<file path="src/rtl/sar_bc_pkg.sv">
package sar_bc_pkg;
  typedef enum logic [1:0] {
    ST_IDLE,   // armed, blanked
    ST_CONV,   // resolving bits
    ST_DONE,   // result held, ready low
    ST_WAIT    // blanked, waiting for a clearing high level
  } ctrl_st_e;
endpackage

</file>
<file path="src/rtl/sar_bc_sync.sv">
module sar_bc_sync #(
  parameter int unsigned STAGES  = 2,
  parameter logic        RST_VAL = 1'b1
) (
  input  logic clk_i,
  input  logic rst_ni,
  input  logic d_i,
  output logic q_o
);
  logic [STAGES-1:0] chain_q;
  logic [STAGES:0]   shift_in;

  assign shift_in = {chain_q, d_i};

  always_ff @(posedge clk_i or negedge rst_ni) begin
    if (!rst_ni) chain_q <= {STAGES{RST_VAL}};
    else         chain_q <= shift_in[STAGES-1:0];
  end

  assign q_o = chain_q[STAGES-1];
endmodule

</file>
<file path="src/rtl/sar_bc_runlen.sv">
module sar_bc_runlen #(
  parameter int unsigned MAX = 20,
  parameter int unsigned CW  = 5
) (
  input  logic          clk_i,
  input  logic          rst_ni,
  input  logic          lvl_i,
  output logic [CW-1:0] cnt_o
);
  localparam logic [CW-1:0] CNT_MAX = CW'(MAX);

  logic [CW-1:0] cnt_q;

  // consecutive high cycles, saturating
  always_ff @(posedge clk_i or negedge rst_ni) begin
    if (!rst_ni)              cnt_q <= '0;
    else if (!lvl_i)          cnt_q <= '0;
    else if (cnt_q != CNT_MAX) cnt_q <= cnt_q + CW'(1);
  end

  assign cnt_o = cnt_q;

  a_r9_run_restarts: assert property (@(posedge clk_i) disable iff (!rst_ni)
    !lvl_i |=> (cnt_o == '0));
endmodule

</file>
<file path="src/rtl/sar_bc_core.sv">
module sar_bc_core #(
  parameter int unsigned W      = 8,
  parameter int unsigned SETTLE = 4
) (
  input  logic         clk_i,
  input  logic         rst_ni,
  input  logic         start_i,
  input  logic         abort_i,
  input  logic         cmp_hi_i,
  output logic         busy_o,
  output logic         fin_o,
  output logic [W-1:0] code_o
);
  localparam int unsigned    SW       = (SETTLE > 1) ? $clog2(SETTLE) : 1;
  localparam logic [SW-1:0]  ST_LAST  = SW'(SETTLE - 1);
  localparam logic [W-1:0]   MSB_MASK = {1'b1, {(W-1){1'b0}}};

  logic [W-1:0]  code_q, mask_q, code_nxt;
  logic [SW-1:0] st_q;
  logic          busy_q, settle_end;

  assign settle_end = (st_q == ST_LAST);
  assign fin_o      = busy_q & settle_end & mask_q[0];

  // decide current bit, then place the next trial bit
  always_comb begin
    code_nxt = code_q;
    if (cmp_hi_i) code_nxt = code_nxt & ~mask_q;
    code_nxt = code_nxt | (mask_q >> 1);
  end

  always_ff @(posedge clk_i or negedge rst_ni) begin
    if (!rst_ni) begin
      code_q <= '0;
      mask_q <= '0;
      st_q   <= '0;
      busy_q <= 1'b0;
    end else if (start_i) begin
      code_q <= MSB_MASK;
      mask_q <= MSB_MASK;
      st_q   <= '0;
      busy_q <= 1'b1;
    end else if (abort_i) begin
      busy_q <= 1'b0;
    end else if (busy_q) begin
      if (settle_end) begin
        st_q   <= '0;
        code_q <= code_nxt;
        mask_q <= mask_q >> 1;
        if (mask_q[0]) busy_q <= 1'b0;
      end else begin
        st_q <= st_q + SW'(1);
      end
    end
  end

  assign busy_o = busy_q;
  assign code_o = code_q;

  a_r3_single_trial_bit: assert property (@(posedge clk_i) disable iff (!rst_ni)
    busy_q |-> $onehot(mask_q));
  a_r3_trial_bit_set_lower_clear: assert property (@(posedge clk_i) disable iff (!rst_ni)
    busy_q |-> (((code_q & mask_q) != '0) && ((code_q & (mask_q - W'(1))) == '0)));
endmodule

</file>
<file path="src/rtl/sar_bc_ctrl.sv">
module sar_bc_ctrl
  import sar_bc_pkg::*;
#(
  parameter int unsigned DATA_W        = 8,
  parameter int unsigned SYNC_STAGES   = 2,
  parameter int unsigned SETTLE_CYC    = 4,
  parameter int unsigned DRIVE_DLY_CYC = 2,
  parameter int unsigned RELEASE_CYC   = 15,
  parameter int unsigned CLEAR_CYC     = 20
) (
  input  logic              clk_i,
  input  logic              rst_ni,
  input  logic              blank_conv_i,
  input  logic              bipolar_i,
  input  logic              cmp_hi_i,
  output logic [DATA_W-1:0] dac_code_o,
  output logic              offset_en_o,
  output logic              drdy_no,
  output logic [DATA_W-1:0] data_o,
  output logic              data_oe_o
);
  // CLEAR_CYC is expected to be >= RELEASE_CYC
  localparam int unsigned   RUN_MAX  = (CLEAR_CYC > RELEASE_CYC) ? CLEAR_CYC : RELEASE_CYC;
  localparam int unsigned   CW       = $clog2(RUN_MAX + 1);
  localparam logic [CW-1:0] REL_LAST = CW'(RELEASE_CYC - 1);
  localparam logic [CW-1:0] CLR_LAST = CW'(CLEAR_CYC - 1);
  localparam int unsigned   DW       = (DRIVE_DLY_CYC > 0) ? $clog2(DRIVE_DLY_CYC + 1) : 1;
  localparam logic [DW-1:0] DRV_END  = DW'(DRIVE_DLY_CYC);

  ctrl_st_e          st_q, st_d;
  logic              bc_s, bc_q, bc_fall;
  logic [CW-1:0]     hi_cnt;
  logic              release_hit, clear_hit;
  logic              core_start, core_abort, core_busy, core_fin;
  logic [DATA_W-1:0] core_code;
  logic [DW-1:0]     drv_q;
  logic              offset_q;

  sar_bc_sync #(.STAGES(SYNC_STAGES), .RST_VAL(1'b1)) u_sync (
    .clk_i (clk_i),
    .rst_ni(rst_ni),
    .d_i   (blank_conv_i),
    .q_o   (bc_s)
  );

  sar_bc_runlen #(.MAX(RUN_MAX), .CW(CW)) u_runlen (
    .clk_i (clk_i),
    .rst_ni(rst_ni),
    .lvl_i (bc_s),
    .cnt_o (hi_cnt)
  );

  always_ff @(posedge clk_i or negedge rst_ni) begin
    if (!rst_ni) bc_q <= 1'b1;
    else         bc_q <= bc_s;
  end

  assign bc_fall     = bc_q & ~bc_s;
  assign release_hit = bc_s && (hi_cnt >= REL_LAST);
  assign clear_hit   = bc_s && (hi_cnt >= CLR_LAST);

  assign core_start  = (st_q == ST_IDLE) && bc_fall;
  assign core_abort  = (st_q == ST_CONV) && bc_s;

  sar_bc_core #(.W(DATA_W), .SETTLE(SETTLE_CYC)) u_core (
    .clk_i   (clk_i),
    .rst_ni  (rst_ni),
    .start_i (core_start),
    .abort_i (core_abort),
    .cmp_hi_i(cmp_hi_i),
    .busy_o  (core_busy),
    .fin_o   (core_fin),
    .code_o  (core_code)
  );

  always_comb begin
    st_d = st_q;
    unique case (st_q)
      ST_IDLE: if (bc_fall)     st_d = ST_CONV;
      ST_CONV: if (bc_s)        st_d = ST_WAIT;
               else if (core_fin) st_d = ST_DONE;
      ST_DONE: if (release_hit) st_d = ST_WAIT;
      ST_WAIT: if (clear_hit)   st_d = ST_IDLE;
      default:                  st_d = ST_WAIT;
    endcase
  end

  always_ff @(posedge clk_i or negedge rst_ni) begin
    if (!rst_ni) begin
      st_q     <= ST_IDLE;
      drv_q    <= '0;
      offset_q <= 1'b0;
    end else begin
      st_q <= st_d;
      if (core_start) offset_q <= bipolar_i;
      if (st_q != ST_DONE)      drv_q <= '0;
      else if (drv_q != DRV_END) drv_q <= drv_q + DW'(1);
    end
  end

  assign drdy_no     = (st_q != ST_DONE);
  assign data_oe_o   = (st_q == ST_DONE) && (drv_q == DRV_END);
  assign data_o      = data_oe_o ? core_code : '0;
  assign dac_code_o  = core_code;
  assign offset_en_o = offset_q;

  a_r6_drive_only_when_ready: assert property (@(posedge clk_i) disable iff (!rst_ni)
    data_oe_o |-> !drdy_no);
  a_r2_ready_only_after_last_bit: assert property (@(posedge clk_i) disable iff (!rst_ni)
    $fell(drdy_no) |-> $past(core_fin));
  a_r7_release_needs_high: assert property (@(posedge clk_i) disable iff (!rst_ni)
    $rose(drdy_no) |-> $past(bc_s));
  a_r8_halt_keeps_outputs_blank: assert property (@(posedge clk_i) disable iff (!rst_ni)
    ((st_q == ST_CONV) && bc_s) |=> (drdy_no && !data_oe_o));
  a_r5_mode_stable_in_conv: assert property (@(posedge clk_i) disable iff (!rst_ni)
    (core_busy && $past(core_busy)) |-> $stable(offset_en_o));
endmodule

</file>
<file path="config.mk">
export PLATFORM = sky130hd
export DESIGN_NAME = sar_bc_ctrl
export DESIGN_NICKNAME = d
export VERILOG_FILES = /design/src/rtl/sar_bc_pkg.sv /design/src/rtl/sar_bc_sync.sv /design/src/rtl/sar_bc_runlen.sv /design/src/rtl/sar_bc_core.sv /design/src/rtl/sar_bc_ctrl.sv
export SDC_FILE = /design/constraint.sdc
export NUM_CORES = 1
export LEC_CHECK = 0
export ABC_AREA = 1
export CAP_MARGIN = 25
export CORE_ASPECT_RATIO = 1.2
export CORE_MARGIN = 10
export CORE_UTILIZATION = 45
export CTS_BUF_LIST = sky130_fd_sc_hd__clkbuf_8
export CTS_CLUSTER_SIZE = 28
export DETAILED_ROUTE_END_ITERATION = 12
export GPL_ROUTABILITY_DRIVEN = 0
export PLACE_DENSITY = 0.79
export SLEW_MARGIN = 20
export SYNTH_ARGS = -nofsm -noshare
export SYNTH_HDL_FRONTEND = slang
export SYNTH_SLANG_ARGS = --single-unit
</file>
<file path="constraint.sdc">
create_clock -name clk_i -period 3.71 [get_ports clk_i]
set_input_delay 0.742 -clock clk_i [delete_from_list [all_inputs] [get_ports clk_i]]
set_output_delay 0.742 -clock clk_i [all_outputs]
set_load 0.005 [all_outputs]
</file>
Word-level counts from Yosys, hierarchy flattened
Cells that the tools add are included.

Reductions and logical operators: 12. Equality and inequality tests: 14. Bitwise logic cells: 7. Add/subtract/negate cells: 3. Magnitude comparators: 2. Multiplexer cells: 29.

Operators by type and width (number): $mux 8 (10); $mux 2 (11); $ne 2x2->1 const B (6); $mux 5 (2); $and 8x8->8 (1); $eq 2x2->1 const B (4); $not 8->8 (1); $or 8x7->8 (1); $pmux 2 s4 (1); $reduce_bool 2->1 (3); $add 5x1->5 const B (1); $ge 5x4->1 const B (1); $ge 5x5->1 const B (1); $logic_and 1x1->1 (5); $mux 1 (5); $ne 5x5->1 const B (1); $add 2x1->2 const B (2); $reduce_and 4->1 (1); $and 1x1->1 (3); $ne 3x2->1 const B (1); $reduce_and 3->1 (1); $eq 2x1->1 const B (1); $logic_not 2->1 (1); $ne 2x1->1 const B (1); 2 further kinds (2).

Bits in registers: 32. Logic and storage cells: 77.

Logic depth before layout (Yosys ltp)
Gate-level depths: netlist of the first run.

Depth after elaboration: 8. Mapped depth: 10. Gate-level depth less buffers: 10.

By module
Synthesis of the first run repeated with hierarchy kept, for this count alone.

Cell total of the unflattened synthesis: 234. Area total of the unflattened synthesis: 1803.0 µm².

By module, submodules not included: sar_bc_core (instances 1, cells each 121, seq. area each 475.5 µm², area an instance 997.2 µm²); sar_bc_ctrl (instances 1, cells each 74, seq. area each 151.4 µm², area an instance 475.5 µm²); sar_bc_runlen (instances 1, cells each 37, seq. area each 125.1 µm², area an instance 277.8 µm²); sar_bc_sync (instances 1, cells each 2, seq. area each 52.6 µm², area an instance 52.6 µm²).

Worst setup path after synthesis of the first run
No wires, ideal clock.

Kind: reg-to-output. Start point: reg st_q[0]. End point: out data_o[0]. Arrival: 1.089 ns. Buffers on the path: 1. Stages on the path, launching flop included: 6. Path slack: 1.879 ns. Path through: dfrtp_1 inv_1 ha_1 nand2_1 clkbuf_1 nor2_1.

Longest elaborated chain between the ends: 3.

Ends and longest elaborated chain: start, declared (RTL line sar_bc_ctrl.sv:30) `ctrl_st_e st_q, st_d;`; start signal, assigned (RTL line sar_bc_ctrl.sv:94) `st_q <= st_d;`; $eq 2x2->1 (RTL line sar_bc_ctrl.sv:102) `assign data_oe_o = (st_q == ST_DONE) && (drv_q == DRV_END);`; $logic_and 1x1->1 (RTL line sar_bc_ctrl.sv:102); $mux 8 (RTL line sar_bc_ctrl.sv:103) `assign data_o = data_oe_o ? core_code : '0;`; end, declared (RTL line sar_bc_ctrl.sv:19) `output logic [DATA_W-1:0] data_o,`.

Every way passes these cells.

Worst setup path in the final report of the first run
Start point: reg st_q[0]. End point: out data_o[6].

Same word-level chain as after synthesis.

==> results of run 1 <==
==> worst max-delay path by stage <==
stage	to	slack (ns)	cells past startpoint
floorplan	data_o[0]	1.88	5
detailed placement	data_o[6]	1.24	5
CTS	data_o[6]	0.91	5
global route	data_o[0]	0.78	5
finish	data_o[6]	0.98	5
global placement	data_o[0]	1.33	5
==> per-stage QoR <==
| step | setup WS [ns] | instances | util |
|---|---|---|---|
| floorplan | 1.88 | 189 | - |
| global placement | 1.33 | 244 | 0.543 |
| detailed placement | 1.24 | 244 | 0.543 |
| CTS | 0.915 | 252 | 0.569 |
| global route | 0.783 | 252 | 0.569 |
| finish | 0.977 | 252 | 0.569 |
==> sequential cells by signal (all words and copies together), names as in the netlist <==
name,flops
u_core.code_o,8
u_core.mask_q,8
u_runlen.cnt_o,5
drv_q,2
st_q,2
u_core.st_q,2
u_sync.chain_q,2
bc_q,1
offset_en_o,1
u_core.busy_o,1
==> power by group <==
part	switching, mW	internal [mW]
Combinational	0.233	0.186
Clock	0.124	0.146
Sequential	0.0711	0.441
==> metal layers <==
metal | vias to the layer above | part of all wire | track usage
li1 | 650 | - | -
met2 | 18 | 0.53 | 0.192
met1 | 616 | 0.41 | 0.126
met3 | 4 | 0.041 | 0.0438
met5 | - | 0 | 0
met4 | 0 | 0.013 | 0.0517
==> cells by family (layout without fill, tap and decap cells) <==
group / Yosys count / after routing / share of synthesized area
buf+inv: 31 / 57 / 0.0920
simple gates: 102 / 102 / 0.292
fa+ha+maj: 9 / 9 / 0.0690
compound gates: 14 / 14 / 0.0483
flops: 32 / 32 / 0.493
xor+xnor: 1 / 1 / 0.00537
==> worst max-delay path, cell delays in order (launching register included) <==
cell and delay [ns]:
dfrtp_1 0.41, inv_1 0.13, ha_1 0.22, nand2_1 0.25
nor2_1 0.18, clkdlybuf4s50_1 0.53
==> cells in the mapped netlist <==
cell type	n	share of area
inv_1	23	0.053
clkbuf_1	1	0.0023
o31ai_1	2	0.0092
buf_8	1	0.0092
xor2_1	1	0.0054
o21ai_0	7	0.021
a21oi_1	2	0.0061
nand2_4	2	0.014
nand4_2	1	0.0077
nand3_1	30	0.092
nor2_1	17	0.039
dfrtp_1	29	0.44
o22ai_1	1	0.0038
buf_4	2	0.0092
nor2_8	1	0.012
ha_1	9	0.069
buf_6	2	0.014
nor2_2	1	0.0038
dfstp_2	3	0.048
a31oi_1	2	0.0077
nor2_4	1	0.0069
nand3_2	1	0.0061
nand2_1	48	0.11
inv_2	2	0.0046
==> final cells by class <==
cell class / count / area (sq um)
Tap cell: 37 / 46.3
Fill cell: 300 / 1480
Sequential cell: 32 / 805
Clock inverter: 2 / 7.51
Inverter: 25 / 93.8
Timing Repair Buffer: 24 / 238
Multi-Input combinational cell: 126 / 677
Clock buffer: 6 / 82.6
==> flow_summary.toml, run 1 <==
[routing]
drc = 0
detail_route.iter0.violations = 75
vias = 1288
drt_first_pass_iters = 4
routed_wl_microns = 3210
drt-wirelength-per-cell_microns = 12.7
antenna_left = 0
via_per_inst = 5.11

[floorplan]
ios = 24
core-area_sq_um = 3420
dieArea_sq_um = 6440
die_height_microns = 86.0
start_util = 0.476
die_width_microns = 75.0
rows = 23

[sta]
slew_violations = 0
fin_hold_ws_ns = 0.349
fin_crit_ns = 2.73
max-slew-margin-rel = 0.722
report.final.setup_viol = 0
post-route-period-util = 0.737
worst_pin_slew_ns = 0.416
fmax_ghz = 0.366
grt_setup_unrepaired = "false"
skew_ns = 0.00528
hold_violations = 0
fin_tns_setup_ns = 0

[layout]
final_common_cell = "nand2_1"
diodes = 0
mostFrequentLayoutCells = "48 x nand2_1, 30 x nand3_1, 29 x dfrtp_1, 25 x inv_1, 23 x clkdlybuf4s50_1"
finalInstanceArea_sq_um = 1950
drive_gt1_frac = 0.0884
area_delta_synth_final_pct = 19.5
final_nets = 228

[global_routing]
overflow = 0
grt_max_degree = 33
grt_pass1_wl_microns = 5900
grt_pass1_vias = 1357
track_usage = 0.116
antenna_found_initial = 0

[clock_network]
clk_latency_ns = 0.28
postCtsHoldBufs = 0
cts_num_sinks = 32
h-tree-depth = 2
tritoncts = "done"
ctsResizeCount = 0
clock_path_buffers = 2
clkTransAtPathRegs_ns = 0.07
ctsRootBufferMaster = "clkbuf_8"
cts_made_buffers = 5
post_cts_buffers = 0

[min_path]
hp-class = "reg -> reg"
hold_path_end = "u_sync.chain_q[1]$_DFF_PN1_"
hold_depth = 0
holdCritStartpoint = "u_sync.chain_q[0]$_DFF_PN1_"

[synthesis]
synth_nets = 203
synth_area_sq_um = 1630
synth_cell_types = 24
synth_seq_area_share = 0.493
syn_inst = 189
ys_seq_elements = 32
yosysWarnings = 0
syn_area_per_cell_sq_um = 8.63

[worst_setup_path]
path_class = "reg -> out"
r2r-start = "st_q[0]$_DFFE_PN0P_"
worst-r2r-cell-count = 7
regToRegEndpoint = "u_core.code_o[2]$_DFFE_PN0P_"
r2r_setup_slack_ns = 2.01
crit_path_max_fanout = 11
required_ns = 2.97
cp-end-kind = "primary output"
cp-start-kind = "register"
arrival_ns = 1.99
startpoint = "st_q[0]$_DFFE_PN0P_"

[power_and_ir_drop]
power_density_nw_per_um2 = 616
report.power.total_mw = 1.20
p_leak_nw = 1.00
vdd_drop_max_mv = 0.347

[placement]
place_area_sq_um = 1860
portBuffers = 23
dp_hpwl_microns = 2290

[job]
maxCapViolations = 0

[status]
status = "finished, final reports clean"
(Power assumes the default switching activity.)
==> run 2: changes to the inputs <==
clock period = 2.65 ns   (was 3.71 ns; I/O delays follow)
==> run 2 against run 1 <==
Register-to-register slack got worse by 1.1 ns. Hold slack better by 0.0076 ns. Worst setup slack got worse by 0.75 ns. Design area grew 0.13%. Count of clock-buffer cells in the layout did not move. Die area is the same. Combinational power is 41% higher. Global-route usage shrank 0.087 points.
==> flow_summary.toml, run 2 (synthesized netlist as in run 1, its figures left out) <==
[worst_setup_path]
critical_path.top_delay_family = "buffers and inverters"
worst-r2r-cell-count = 7
cp-end-kind = "primary output"
critPathBufInv = 2
critPathSlowestCell = "clkdlybuf4s50_1"
path_class = "reg -> out"
max_stage_delay_ns = 0.52
cp-start-kind = "register"
r2r_setup_slack_ns = 0.95
regToRegEndpoint = "u_core.code_o[2]$_DFFE_PN0P_"
r2r-start = "st_q[0]$_DFFE_PN0P_"
crit_path_max_fanout = 11
crit_chain = "inv_1 > ha_1 > nand2_2 > nor2_1 > clkdlybuf4s50_1"
required_ns = 2.12
arrival_ns = 1.89

[layout]
drive_gt1_frac = 0.0930
fillers = 290
final_nets = 228
diodes = 0
final_common_cell = "nand2_1"
fin_util = 0.570
area_delta_synth_final_pct = 19.6
mostFrequentLayoutCells = "47 x nand2_1, 30 x nand3_1, 29 x dfrtp_1, 25 x inv_1, 23 x clkdlybuf4s50_1"

[min_path]
hold_path_end = "u_sync.chain_q[1]$_DFF_PN1_"
holdCritStartpoint = "u_sync.chain_q[0]$_DFF_PN1_"
hp-class = "reg -> reg"
hold_depth = 0

[clock_network]
clock_path_buffers = 2
post_cts_buffers = 0
postCtsHoldBufs = 0
h-tree-depth = 2
ctsResizeCount = 0
ctsRootBufferMaster = "clkbuf_8"
clkTransAtPathRegs_ns = 0.06
cts_made_buffers = 5
clk_latency_ns = 0.28
cts_num_sinks = 32
tritoncts = "done"

[routing]
drt_first_pass_iters = 4
antenna_left = 0
routed_wl_microns = 3140
via_per_inst = 5.07
detail_route.iter0.violations = 83
vias = 1277
drc = 0
drt-wirelength-per-cell_microns = 12.5

[sta]
fin_crit_ns = 2.42
report.final.setup_viol = 0
grt_setup_unrepaired = "false"
fin_ws_ns = 0.226
fin_tns_setup_ns = 0
skew_ns = 0.00340
hold_violations = 0
worst_pin_slew_ns = 0.418
slew_violations = 0
max-slew-margin-rel = 0.721
post-route-period-util = 0.915
fmax_ghz = 0.413

[floorplan]
dieArea_sq_um = 6440
core-area_sq_um = 3420
ios = 24
start_util = 0.476
die_height_microns = 86.0
die_width_microns = 75.0
rows = 23

[global_routing]
overflow = 0
track_usage = 0.115
antenna_found_initial = 0
grt_pass1_vias = 1308
grt_max_degree = 33
grt_pass1_wl_microns = 5800

[placement]
pre_cts_ws_ns = 0.385
portBuffers = 23
dp_hpwl_microns = 2270

[status]
status = "finished, final reports clean"

[power_and_ir_drop]
p_leak_nw = 1.00
vdd_drop_max_mv = 0.537
power_density_nw_per_um2 = 861
report.power.total_mw = 1.68

[job]
maxCapViolations = 0
[run 2: changes by cell type in the layout (fill, tap and decap cells not counted)]
cell	change
nand2_1	-1
nand2_2	+1
[run 2: routing by layer]
layer	track usage	wire (microns)	vias up
li1	-	-	649
met1	0.120	1290	605
met2	0.191	1630	18
met3	0.0484	180	5
met4	0.0552	44	0
met5	0	0	-
[run 2: worst register-to-register path, stage by stage (launching register included)]
cell and delay [ns]:
dfrtp_1 0.41, inv_1 0.13, ha_1 0.22, nand3_2 0.36
inv_2 0.22, nor2_4 0.09, nand2_1 0.06, o21ai_0 0.07
[run 2: layout make-up]
| type | count | area, sq um | share of cell area |
|---|---|---|---|
| Sequential cell | 32 | 805 | 0.412 |
| Multi-Input combinational cell | 126 | 679 | 0.348 |
| Clock buffer | 6 | 82.6 | 0.0423 |
| Timing Repair Buffer | 24 | 238 | 0.122 |
| Tap cell | 37 | 46.3 | 0.0237 |
| Clock inverter | 2 | 7.51 | 0.00385 |
| Inverter | 25 | 93.8 | 0.0481 |
[run 2: how the worst max path moves through the flow]
stage                             start        end  slack [ns]  cells after the start
floorplan           st_q[0]$_DFFE_PN0P_  data_o[0]        1.03                      5
global placement    st_q[0]$_DFFE_PN0P_  data_o[0]        0.48                      5
detailed placement  st_q[0]$_DFFE_PN0P_  data_o[6]        0.38                      5
CTS                 st_q[0]$_DFFE_PN0P_  data_o[6]        0.07                      5
global route        st_q[0]$_DFFE_PN0P_  data_o[0]        0.04                      5
finish              st_q[0]$_DFFE_PN0P_  data_o[6]        0.23                      5
[run 2: stage by stage]
step | hold slack, ns | area (sq um) | std cells
final | 0.356 | 1950 | 252
after detailed placement | 0.349 | 1860 | 244
after global placement | 0.346 | 1860 | 244
after floorplan | 0.234 | 1630 | 189
after global routing | 0.364 | 1950 | 252
after CTS | 0.357 | 1950 | 252
[run 2: power breakdown]
part	switching, mW	internal (mW)	leakage [nW]
Clock	0.170	0.204	0.0538
Combinational	0.328	0.261	0.535
Sequential	0.0986	0.618	0.413
